<file path="config.mk">
export PLATFORM = sky130hd
export DESIGN_NAME = rtc_calendar
export DESIGN_NICKNAME = d
export VERILOG_FILES = /design/src/rtl/rtc_cal_pkg.sv /design/src/rtl/rtc_set_ctrl.sv /design/src/rtl/rtc_time_cnt.sv /design/src/rtl/rtc_date_cnt.sv /design/src/rtl/rtc_calendar.sv
export SDC_FILE = /design/constraint.sdc
export NUM_CORES = 1
export LEC_CHECK = 0
export CAP_MARGIN = 20
export CORE_MARGIN = 2
export CORE_UTILIZATION = 55
export CTS_CLUSTER_SIZE = 25
export DETAILED_ROUTE_END_ITERATION = 8
export DONT_BUFFER_PORTS = 1
export PLACE_DENSITY = 0.76
export SLEW_MARGIN = 10
export SYNTH_ARGS = -nofsm -noshare
export SYNTH_HDL_FRONTEND = slang
export SYNTH_SLANG_ARGS = --single-unit
export TNS_END_PERCENT = 10
</file>
<file path="constraint.sdc">
create_clock -name clk -period 2.8 [get_ports clk]
set_clock_uncertainty 0.1 [all_clocks]
set_input_delay 0.14 -clock clk [delete_from_list [all_inputs] [get_ports clk]]
set_output_delay 0.14 -clock clk [all_outputs]
set_load 0.1 [all_outputs]
</file>
<file path="src/rtl/rtc_cal_pkg.sv">
package rtc_cal_pkg;
  localparam int SEC_W  = 6;
  localparam int MIN_W  = 6;
  localparam int HR_W   = 5;
  localparam int DAY_W  = 5;
  localparam int WD_W   = 3;
  localparam int MON_W  = 4;
  localparam int YR_W   = 12;
  localparam int DATA_W = 32;
  localparam int ADDR_W = 3;

  localparam logic [ADDR_W-1:0] A_TSET  = 3'd0;
  localparam logic [ADDR_W-1:0] A_DSET  = 3'd1;
  localparam logic [ADDR_W-1:0] A_YEAR  = 3'd2;
  localparam logic [ADDR_W-1:0] A_CTIME = 3'd3;
  localparam logic [ADDR_W-1:0] A_CDATE = 3'd4;

  localparam int B_HOLD = 24;
  localparam int B_LOAD = 25;

  function automatic logic [DAY_W-1:0] month_len(input logic [MON_W-1:0] mo,
                                                  input logic [YR_W-1:0] yr);
    case (mo)
      4'd2:                    return (yr[1:0] == 2'b00) ? DAY_W'(29) : DAY_W'(28);
      4'd4, 4'd6, 4'd9, 4'd11: return DAY_W'(30);
      default:                 return DAY_W'(31);
    endcase
  endfunction
endpackage

</file>
<file path="src/rtl/rtc_set_ctrl.sv">
module rtc_set_ctrl (
  input  logic clk,
  input  logic rst_n,
  input  logic wr,
  input  logic hold_bit,
  input  logic load_bit,
  output logic held,
  output logic load
);
  logic hold_q, hold_d;
  logic ld_q, ld_d;

  always_comb begin
    hold_d = hold_q;
    ld_d   = ld_q;
    if (wr) begin
      hold_d = hold_bit;
      ld_d   = load_bit;
    end
  end

  always_ff @(posedge clk or negedge rst_n) begin
    if (!rst_n) begin
      hold_q <= 1'b0;
      ld_q   <= 1'b0;
    end else if (wr) begin
      hold_q <= hold_d;
      ld_q   <= ld_d;
    end
  end

  assign load = wr & hold_bit & load_bit & hold_q & ~ld_q;
  assign held = hold_q;

  AST_HOLD_FOLLOWS_WRITE: assert property (@(posedge clk) disable iff (!rst_n)
    wr |=> held == $past(hold_bit));
  AST_LOAD_AFTER_HOLD: assert property (@(posedge clk) disable iff (!rst_n)
    load |=> held);
endmodule

</file>
<file path="src/rtl/rtc_time_cnt.sv">
module rtc_time_cnt
  import rtc_cal_pkg::*;
(
  input  logic             clk,
  input  logic             rst_n,
  input  logic             adv,
  input  logic             load,
  input  logic [HR_W-1:0]  ld_hr,
  input  logic [MIN_W-1:0] ld_min,
  input  logic [SEC_W-1:0] ld_sec,
  output logic [HR_W-1:0]  hr,
  output logic [MIN_W-1:0] min,
  output logic [SEC_W-1:0] sec,
  output logic             day_carry
);
  localparam logic [SEC_W-1:0] SEC_TOP = SEC_W'(59);
  localparam logic [MIN_W-1:0] MIN_TOP = MIN_W'(59);
  localparam logic [HR_W-1:0]  HR_TOP  = HR_W'(23);

  logic [HR_W-1:0]  hr_d;
  logic [MIN_W-1:0] min_d;
  logic [SEC_W-1:0] sec_d;
  logic             en;
  logic             sec_end, min_end, hr_end;

  assign sec_end = (sec >= SEC_TOP);
  assign min_end = (min >= MIN_TOP);
  assign hr_end  = (hr  >= HR_TOP);
  assign en      = adv | load;

  always_comb begin
    hr_d  = hr;
    min_d = min;
    sec_d = sec;
    if (load) begin
      hr_d  = ld_hr;
      min_d = ld_min;
      sec_d = ld_sec;
    end else if (adv) begin
      if (!sec_end) begin
        sec_d = sec + 1'b1;
      end else begin
        sec_d = '0;
        if (!min_end) begin
          min_d = min + 1'b1;
        end else begin
          min_d = '0;
          hr_d  = hr_end ? '0 : hr + 1'b1;
        end
      end
    end
  end

  always_ff @(posedge clk or negedge rst_n) begin
    if (!rst_n) begin
      hr  <= '0;
      min <= '0;
      sec <= '0;
    end else if (en) begin
      hr  <= hr_d;
      min <= min_d;
      sec <= sec_d;
    end
  end

  assign day_carry = adv & ~load & sec_end & min_end & hr_end;

  AST_SEC_WRAP: assert property (@(posedge clk) disable iff (!rst_n)
    adv && !load && sec >= SEC_TOP |=> sec == 0);
  AST_TIME_FROZEN: assert property (@(posedge clk) disable iff (!rst_n)
    !adv && !load |=> $stable(sec) && $stable(min) && $stable(hr));
endmodule

</file>
<file path="src/rtl/rtc_date_cnt.sv">
module rtc_date_cnt
  import rtc_cal_pkg::*;
#(
  parameter int RST_YEAR = 2000,
  parameter int RST_WDAY = 6
) (
  input  logic             clk,
  input  logic             rst_n,
  input  logic             adv_day,
  input  logic             load,
  input  logic [DAY_W-1:0] ld_day,
  input  logic [WD_W-1:0]  ld_wd,
  input  logic [MON_W-1:0] ld_mon,
  input  logic [YR_W-1:0]  ld_yr,
  output logic [DAY_W-1:0] day,
  output logic [WD_W-1:0]  wd,
  output logic [MON_W-1:0] mon,
  output logic [YR_W-1:0]  yr
);
  localparam logic [WD_W-1:0]  WD_TOP  = WD_W'(7);
  localparam logic [MON_W-1:0] MON_TOP = MON_W'(12);

  logic [DAY_W-1:0] day_d, dim;
  logic [WD_W-1:0]  wd_d;
  logic [MON_W-1:0] mon_d;
  logic [YR_W-1:0]  yr_d;
  logic             en;

  assign dim = month_len(mon, yr);
  assign en  = adv_day | load;

  always_comb begin
    day_d = day;
    wd_d  = wd;
    mon_d = mon;
    yr_d  = yr;
    if (load) begin
      day_d = ld_day;
      wd_d  = (ld_wd == '0) ? WD_TOP : ld_wd;
      mon_d = ld_mon;
      yr_d  = ld_yr;
    end else if (adv_day) begin
      wd_d = (wd >= WD_TOP) ? WD_W'(1) : wd + 1'b1;
      if (day < dim) begin
        day_d = day + 1'b1;
      end else begin
        day_d = DAY_W'(1);
        if (mon < MON_TOP) begin
          mon_d = mon + 1'b1;
        end else begin
          mon_d = MON_W'(1);
          yr_d  = yr + 1'b1;
        end
      end
    end
  end

  always_ff @(posedge clk or negedge rst_n) begin
    if (!rst_n) begin
      day <= DAY_W'(1);
      wd  <= WD_W'(RST_WDAY);
      mon <= MON_W'(1);
      yr  <= YR_W'(RST_YEAR);
    end else if (en) begin
      day <= day_d;
      wd  <= wd_d;
      mon <= mon_d;
      yr  <= yr_d;
    end
  end

  AST_WD_NONZERO: assert property (@(posedge clk) disable iff (!rst_n)
    wd != 0);
  AST_DAY_ROLL: assert property (@(posedge clk) disable iff (!rst_n)
    adv_day && !load && day >= dim |=> day == 1);
  AST_YEAR_STEP: assert property (@(posedge clk) disable iff (!rst_n)
    adv_day && !load && day >= dim && mon >= MON_TOP |=>
      mon == 1 && yr == $past(yr) + 1'b1);
  AST_WD_WRAP: assert property (@(posedge clk) disable iff (!rst_n)
    adv_day && !load && wd >= WD_TOP |=> wd == 1);
endmodule

</file>
<file path="src/rtl/rtc_calendar.sv">
module rtc_calendar
  import rtc_cal_pkg::*;
#(
  parameter int RST_YEAR = 2000,
  parameter int RST_WDAY = 6
) (
  input  logic              clk,
  input  logic              rst_n,
  input  logic              tick,
  input  logic              bus_wr,
  input  logic              bus_rd,
  input  logic [ADDR_W-1:0] bus_addr,
  input  logic [DATA_W-1:0] bus_wdata,
  output logic [DATA_W-1:0] bus_rdata
);
  logic t_held, d_held, t_load, d_load, adv, day_carry;
  logic wr_t, wr_d, wr_y;
  logic [HR_W-1:0]   hr;
  logic [MIN_W-1:0]  min;
  logic [SEC_W-1:0]  sec;
  logic [DAY_W-1:0]  day;
  logic [WD_W-1:0]   wd;
  logic [MON_W-1:0]  mon;
  logic [YR_W-1:0]   yr;
  logic [YR_W-1:0]   yr_stage, yr_stage_d;
  logic [DATA_W-1:0] rdata_d;

  assign wr_t = bus_wr && (bus_addr == A_TSET);
  assign wr_d = bus_wr && (bus_addr == A_DSET);
  assign wr_y = bus_wr && (bus_addr == A_YEAR);

  rtc_set_ctrl u_tctl (
    .clk(clk), .rst_n(rst_n), .wr(wr_t),
    .hold_bit(bus_wdata[B_HOLD]), .load_bit(bus_wdata[B_LOAD]),
    .held(t_held), .load(t_load));

  rtc_set_ctrl u_dctl (
    .clk(clk), .rst_n(rst_n), .wr(wr_d),
    .hold_bit(bus_wdata[B_HOLD]), .load_bit(bus_wdata[B_LOAD]),
    .held(d_held), .load(d_load));

  assign adv = tick & ~t_held & ~d_held;

  rtc_time_cnt u_time (
    .clk(clk), .rst_n(rst_n), .adv(adv), .load(t_load),
    .ld_hr(bus_wdata[16 +: HR_W]), .ld_min(bus_wdata[8 +: MIN_W]),
    .ld_sec(bus_wdata[0 +: SEC_W]),
    .hr(hr), .min(min), .sec(sec), .day_carry(day_carry));

  rtc_date_cnt #(.RST_YEAR(RST_YEAR), .RST_WDAY(RST_WDAY)) u_date (
    .clk(clk), .rst_n(rst_n), .adv_day(day_carry), .load(d_load),
    .ld_day(bus_wdata[0 +: DAY_W]), .ld_wd(bus_wdata[8 +: WD_W]),
    .ld_mon(bus_wdata[16 +: MON_W]), .ld_yr(yr_stage),
    .day(day), .wd(wd), .mon(mon), .yr(yr));

  assign yr_stage_d = bus_wdata[YR_W-1:0];

  always_ff @(posedge clk or negedge rst_n) begin
    if (!rst_n) yr_stage <= YR_W'(RST_YEAR);
    else if (wr_y) yr_stage <= yr_stage_d;
  end

  always_comb begin
    rdata_d = '0;
    case (bus_addr)
      A_CTIME: begin
        rdata_d[16 +: HR_W]  = hr;
        rdata_d[8 +: MIN_W]  = min;
        rdata_d[0 +: SEC_W]  = sec;
      end
      A_CDATE: begin
        rdata_d[24 +: MON_W] = mon;
        rdata_d[21 +: WD_W]  = wd;
        rdata_d[16 +: DAY_W] = day;
        rdata_d[0 +: YR_W]   = yr;
      end
      default: rdata_d = '0;
    endcase
  end

  always_ff @(posedge clk or negedge rst_n) begin
    if (!rst_n) bus_rdata <= '0;
    else if (bus_rd) bus_rdata <= rdata_d;
  end

  AST_TIME_LOAD: assert property (@(posedge clk) disable iff (!rst_n)
    t_load |=> hr == $past(bus_wdata[20:16]) && min == $past(bus_wdata[13:8])
               && sec == $past(bus_wdata[5:0]));
  AST_DATE_KEPT_ON_TLOAD: assert property (@(posedge clk) disable iff (!rst_n)
    t_load && !d_load |=> $stable(day) && $stable(mon) && $stable(yr) && $stable(wd));
  AST_TIME_KEPT_ON_DLOAD: assert property (@(posedge clk) disable iff (!rst_n)
    d_load && !t_load |=> $stable(sec) && $stable(min) && $stable(hr));
  AST_HELD_NO_COUNT: assert property (@(posedge clk) disable iff (!rst_n)
    (t_held || d_held) && !t_load |=> $stable(sec));
endmodule

</file>
==> summary.md <==
| Metric | Value |
|---|---|
| Status | `finished, final reports clean` |
| Actual slew at the worst max-slew pin | `~0.9 ns` |
| Port buffer count | `0` |
| Layout area overhead | `16.5%` |
| Final Critical Period | `2.70 ns` |
| Die width | `94.9 um` |
| Pins Over Slew Limit | `0` |
| CTS max path bufs | `2` |
| Worst Hold Path Cells | `2` |
| Worst skew pair latency | `0.36 ns` |
| Htree depth | `3` |
| Nets@finish | `572` |
| Post-synth EDFFs | `0` |
| Max Freq | `371 MHz` |
| Global-route wire length before repair | `~19,000 um` |
| Clock sink total | `83` |
| Largest net degree at the start of global routing | `84` |
| Hold_ws | `~0.09 ns` |
| Final setup TNS | `0 ns` |
| Power per Cell Area | `597 nW/um2` |
| Power Total | `3.16 mW` |
| Max Cap Viol | `0` |
| Vias in the first global route | `3,759` |
| Initial DRT Pass Iterations | `5` |
| WP data required | `2.98 ns` |
| Seq/Total Area, Yosys | `0.461` |
| Most common cell after layout, fill and taps aside | `dfrtp_1` |
| Clock transition at path regs | `approximately 0.09 ns` |
| Vias post-DR | `4,059` |
| Total grt overflow | `0` |
| Fin crit share | `0.964` |
| WL final | `~12,000 um` |
| Post-DRT Antenna Nets | `0` |
| Peak supply drop | `approximately 270 uV` |
| TritonCTS clock tree | `built` |
| WL met2 | `~5500 um` |
| Share of post-route cells with drive strength above 1 | `0.193` |
| Met1 Wirelength | `between 4000 and 5000 um` |
| Initial antenna violation count | `0` |
| Primary FF master, synth | `dfrtp_1` |
| Post-synthesis cell count | `477` |
| # diodes | `0` |
| HP Class | `input pin to flip-flop` |
| Final cell count without fillers | `629` |
| Design Area, Final | `approximately 5300 um2` |
| Num CTS Buffers | `9` |
| Remaining DRCs | `0` |
| Post-Syn Area | `around 4500 um2` |
| Final Hold Vio Count | `0` |
| Drt wl/cell | `18.8 um` |
| Setup CP Type | `flip-flop to flip-flop` |
| # IOs | `between 70 and 80` |
| Final RePlAce weighted congestion | `0.954` |
| Yosys warnings | `0` |
| Leakage | `2.15 nW` |
| Worst Path Max Fanout | `15` |
| Worst slew margin | `0.396` |
| Most frequent cells in the layout | `dfrtp_1 (67), nor2_1 (44), buf_4 (35), nand2_1 (34), nand3_1 (31)` |
| Worst endpoint data arrival time | `2.87 ns` |
| Detailed Route Iter0 Violations | `439` |
| DIE HEIGHT | `94.9 um` |
| Tot GR Track Use | `0.276` |
| Starting Density | `0.562` |
| Layout fillers | `641` |
| Uppermost layer routed | `met4` |
| Final setup vio count | `0` |
| R2r worst-path depth | `9` |
| Die area | `between 9000 and 10,000 um2` |
| Post-Place Cells | `586` |
| Core area | `8090 um2` |
| Clock Root Buffer | `clkbuf_8` |
| RSZ-0062 raised after global routing | `true` |
| Met3 routed WL | `a little over 900 um` |
| Critical path launch point type | `flip-flop` |
| Standard-cell row count | `33` |
| Routed vias/inst | `6.45` |
| CP endpoint kind | `flip-flop` |
| HPWL after DPL | `approximately 8000 um` |
| Post-CTS Setup Inserts | `0` |
| Unique cell type count in the Yosys netlist | `61` |
| Mean Syn Cell Area | `around 9.5 um2` |
| DP Area | `4780 um2` |
| Synth async-reset ratio | `1.00` |
| Synthesis-stage register bit count | `83` |
-- final cells by class --
cell class,instances,area (um2),area share
sequential,83,2100,0.396
timing repair buffer,62,562,0.106
clock buffer,11,141,0.0267
inverter,20,75.1,0.0142
clock inverter,5,76.3,0.0144
tap,105,131,0.0248
multi-input combinational,343,2210,0.418
-- Yosys cell counts (all sizes together) (2+ instances only) --
| library cell | n | area (um2) |
|---|---|---|
| nand2 | 34 | 128 |
| a221o | 9 | 90.1 |
| nor3 | 6 | 30.0 |
| o21ai | 29 | 153 |
| and2 | 2 | 12.5 |
| mux2 | 16 | 180 |
| o31ai | 7 | 52.6 |
| o211ai | 4 | 30.0 |
| nor2 | 47 | 184 |
| inv | 20 | 75.1 |
| o311ai | 8 | 70.1 |
| dfrtp | 67 | 1680 |
| dfstp | 16 | 420 |
| and3 | 9 | 56.3 |
| a22oi | 18 | 135 |
| nand4b | 2 | 17.5 |
| nor3b | 8 | 60.1 |
| nand3 | 31 | 155 |
| buf | 17 | 119 |
| or2 | 3 | 18.8 |
| a311oi | 2 | 17.5 |
| ha | 13 | 163 |
| a31oi | 7 | 43.8 |
| a41oi | 4 | 35.0 |
| o22ai | 3 | 18.8 |
| or3 | 3 | 23.8 |
| nor4 | 2 | 12.5 |
| o2111ai | 2 | 23.8 |
| clkbuf | 19 | 71.3 |
| nand2b | 2 | 20.0 |
| o2111a | 2 | 22.5 |
| and4 | 3 | 26.3 |
| a21oi | 30 | 150 |
| nor2b | 4 | 25.0 |
| nand4 | 6 | 37.5 |
| or4 | 6 | 45.0 |
-- worst paths after layout --
path | from | to | slack [ns]
worst max-delay path | u_date.mon[0] | u_date.yr[2] | 0.10
worst min-delay path | tick | u_time.sec[4] | 0.09
worst max register to register | u_date.mon[0] | u_date.yr[2] | 0.10
worst min register to register | yr_stage[7] | u_date.yr[7] | 0.36
max in group asynchronous | rst_n | yr_stage[9] | 1.92
min in group asynchronous | rst_n | u_date.day[1] | 0.28
-- per-stage QoR --
step           setup WS, ns  utilization
6_report              0.102        0.654
5_1_grt             -0.0165        0.654
4_1_cts              0.0587        0.653
3_5_place_dp         0.0955        0.590
3_3_place_gp          0.164        0.590
2_1_floorplan         0.264            -
-- report_power, final --
group          switching (mW)  internal [mW]  total, mW
sequential              0.186           1.37       1.56
combinational           0.412          0.239      0.651
clock                   0.429          0.523      0.952
total                    1.03           2.14       3.16
-- state kept, by name, indices dropped and copies added (netlist names) --
register     cells
u_date.yr       12
u_dctl.held      1
u_time.min       6
u_tctl.ld_q      1
u_date.day       5
u_time.hr        5
u_dctl.ld_q      1
bus_rdata       26
yr_stage        12
u_time.sec       6
u_date.mon       4
u_date.wd        3
u_tctl.held      1
-- repair_timing --
action                                 in CTS  in global routing
setup endpoints to repair                   0                 14
hold buffers                               26                  0
resized for setup                           0                  1
endpoints found under the hold margin     154                  0
-- critical path, cell delays in order (launching register included) --
cell	delay [ns]
dfstp_2	0.54
inv_1	0.07
ha_1	0.19
nand2b_1	0.10
nor2_1	0.06
ha_1	0.27
o2111a_1	0.22
a21bo_2	0.34
or4_1	0.54
a31oi_1	0.19
-- kinds of logic (layout without fill, tap and decap cells) --
kind of cell | after synthesis | after routing | share of synthesized area
fa+ha+maj | 13 | 13 | 0.0358
other cells | 1 | 6 | 0.000825
mux | 17 | 17 | 0.0418
compound gates | 134 | 134 | 0.203
xor+xnor | 1 | 1 | 0.00193
simple gates | 172 | 172 | 0.197
buf+inv | 56 | 98 | 0.0584
flops | 83 | 83 | 0.461
-- per-layer routing --
| metal | GRT usage | vias up |
|---|---|---|
| li1 | - | 1853 |
| met1 | 0.364 | 1969 |
| met2 | 0.441 | 200 |
| met3 | 0.0607 | 37 |
| met4 | 0.116 | 0 |
| met5 | 0 | - |
Note: power is estimated with default switching activity, not from simulation.
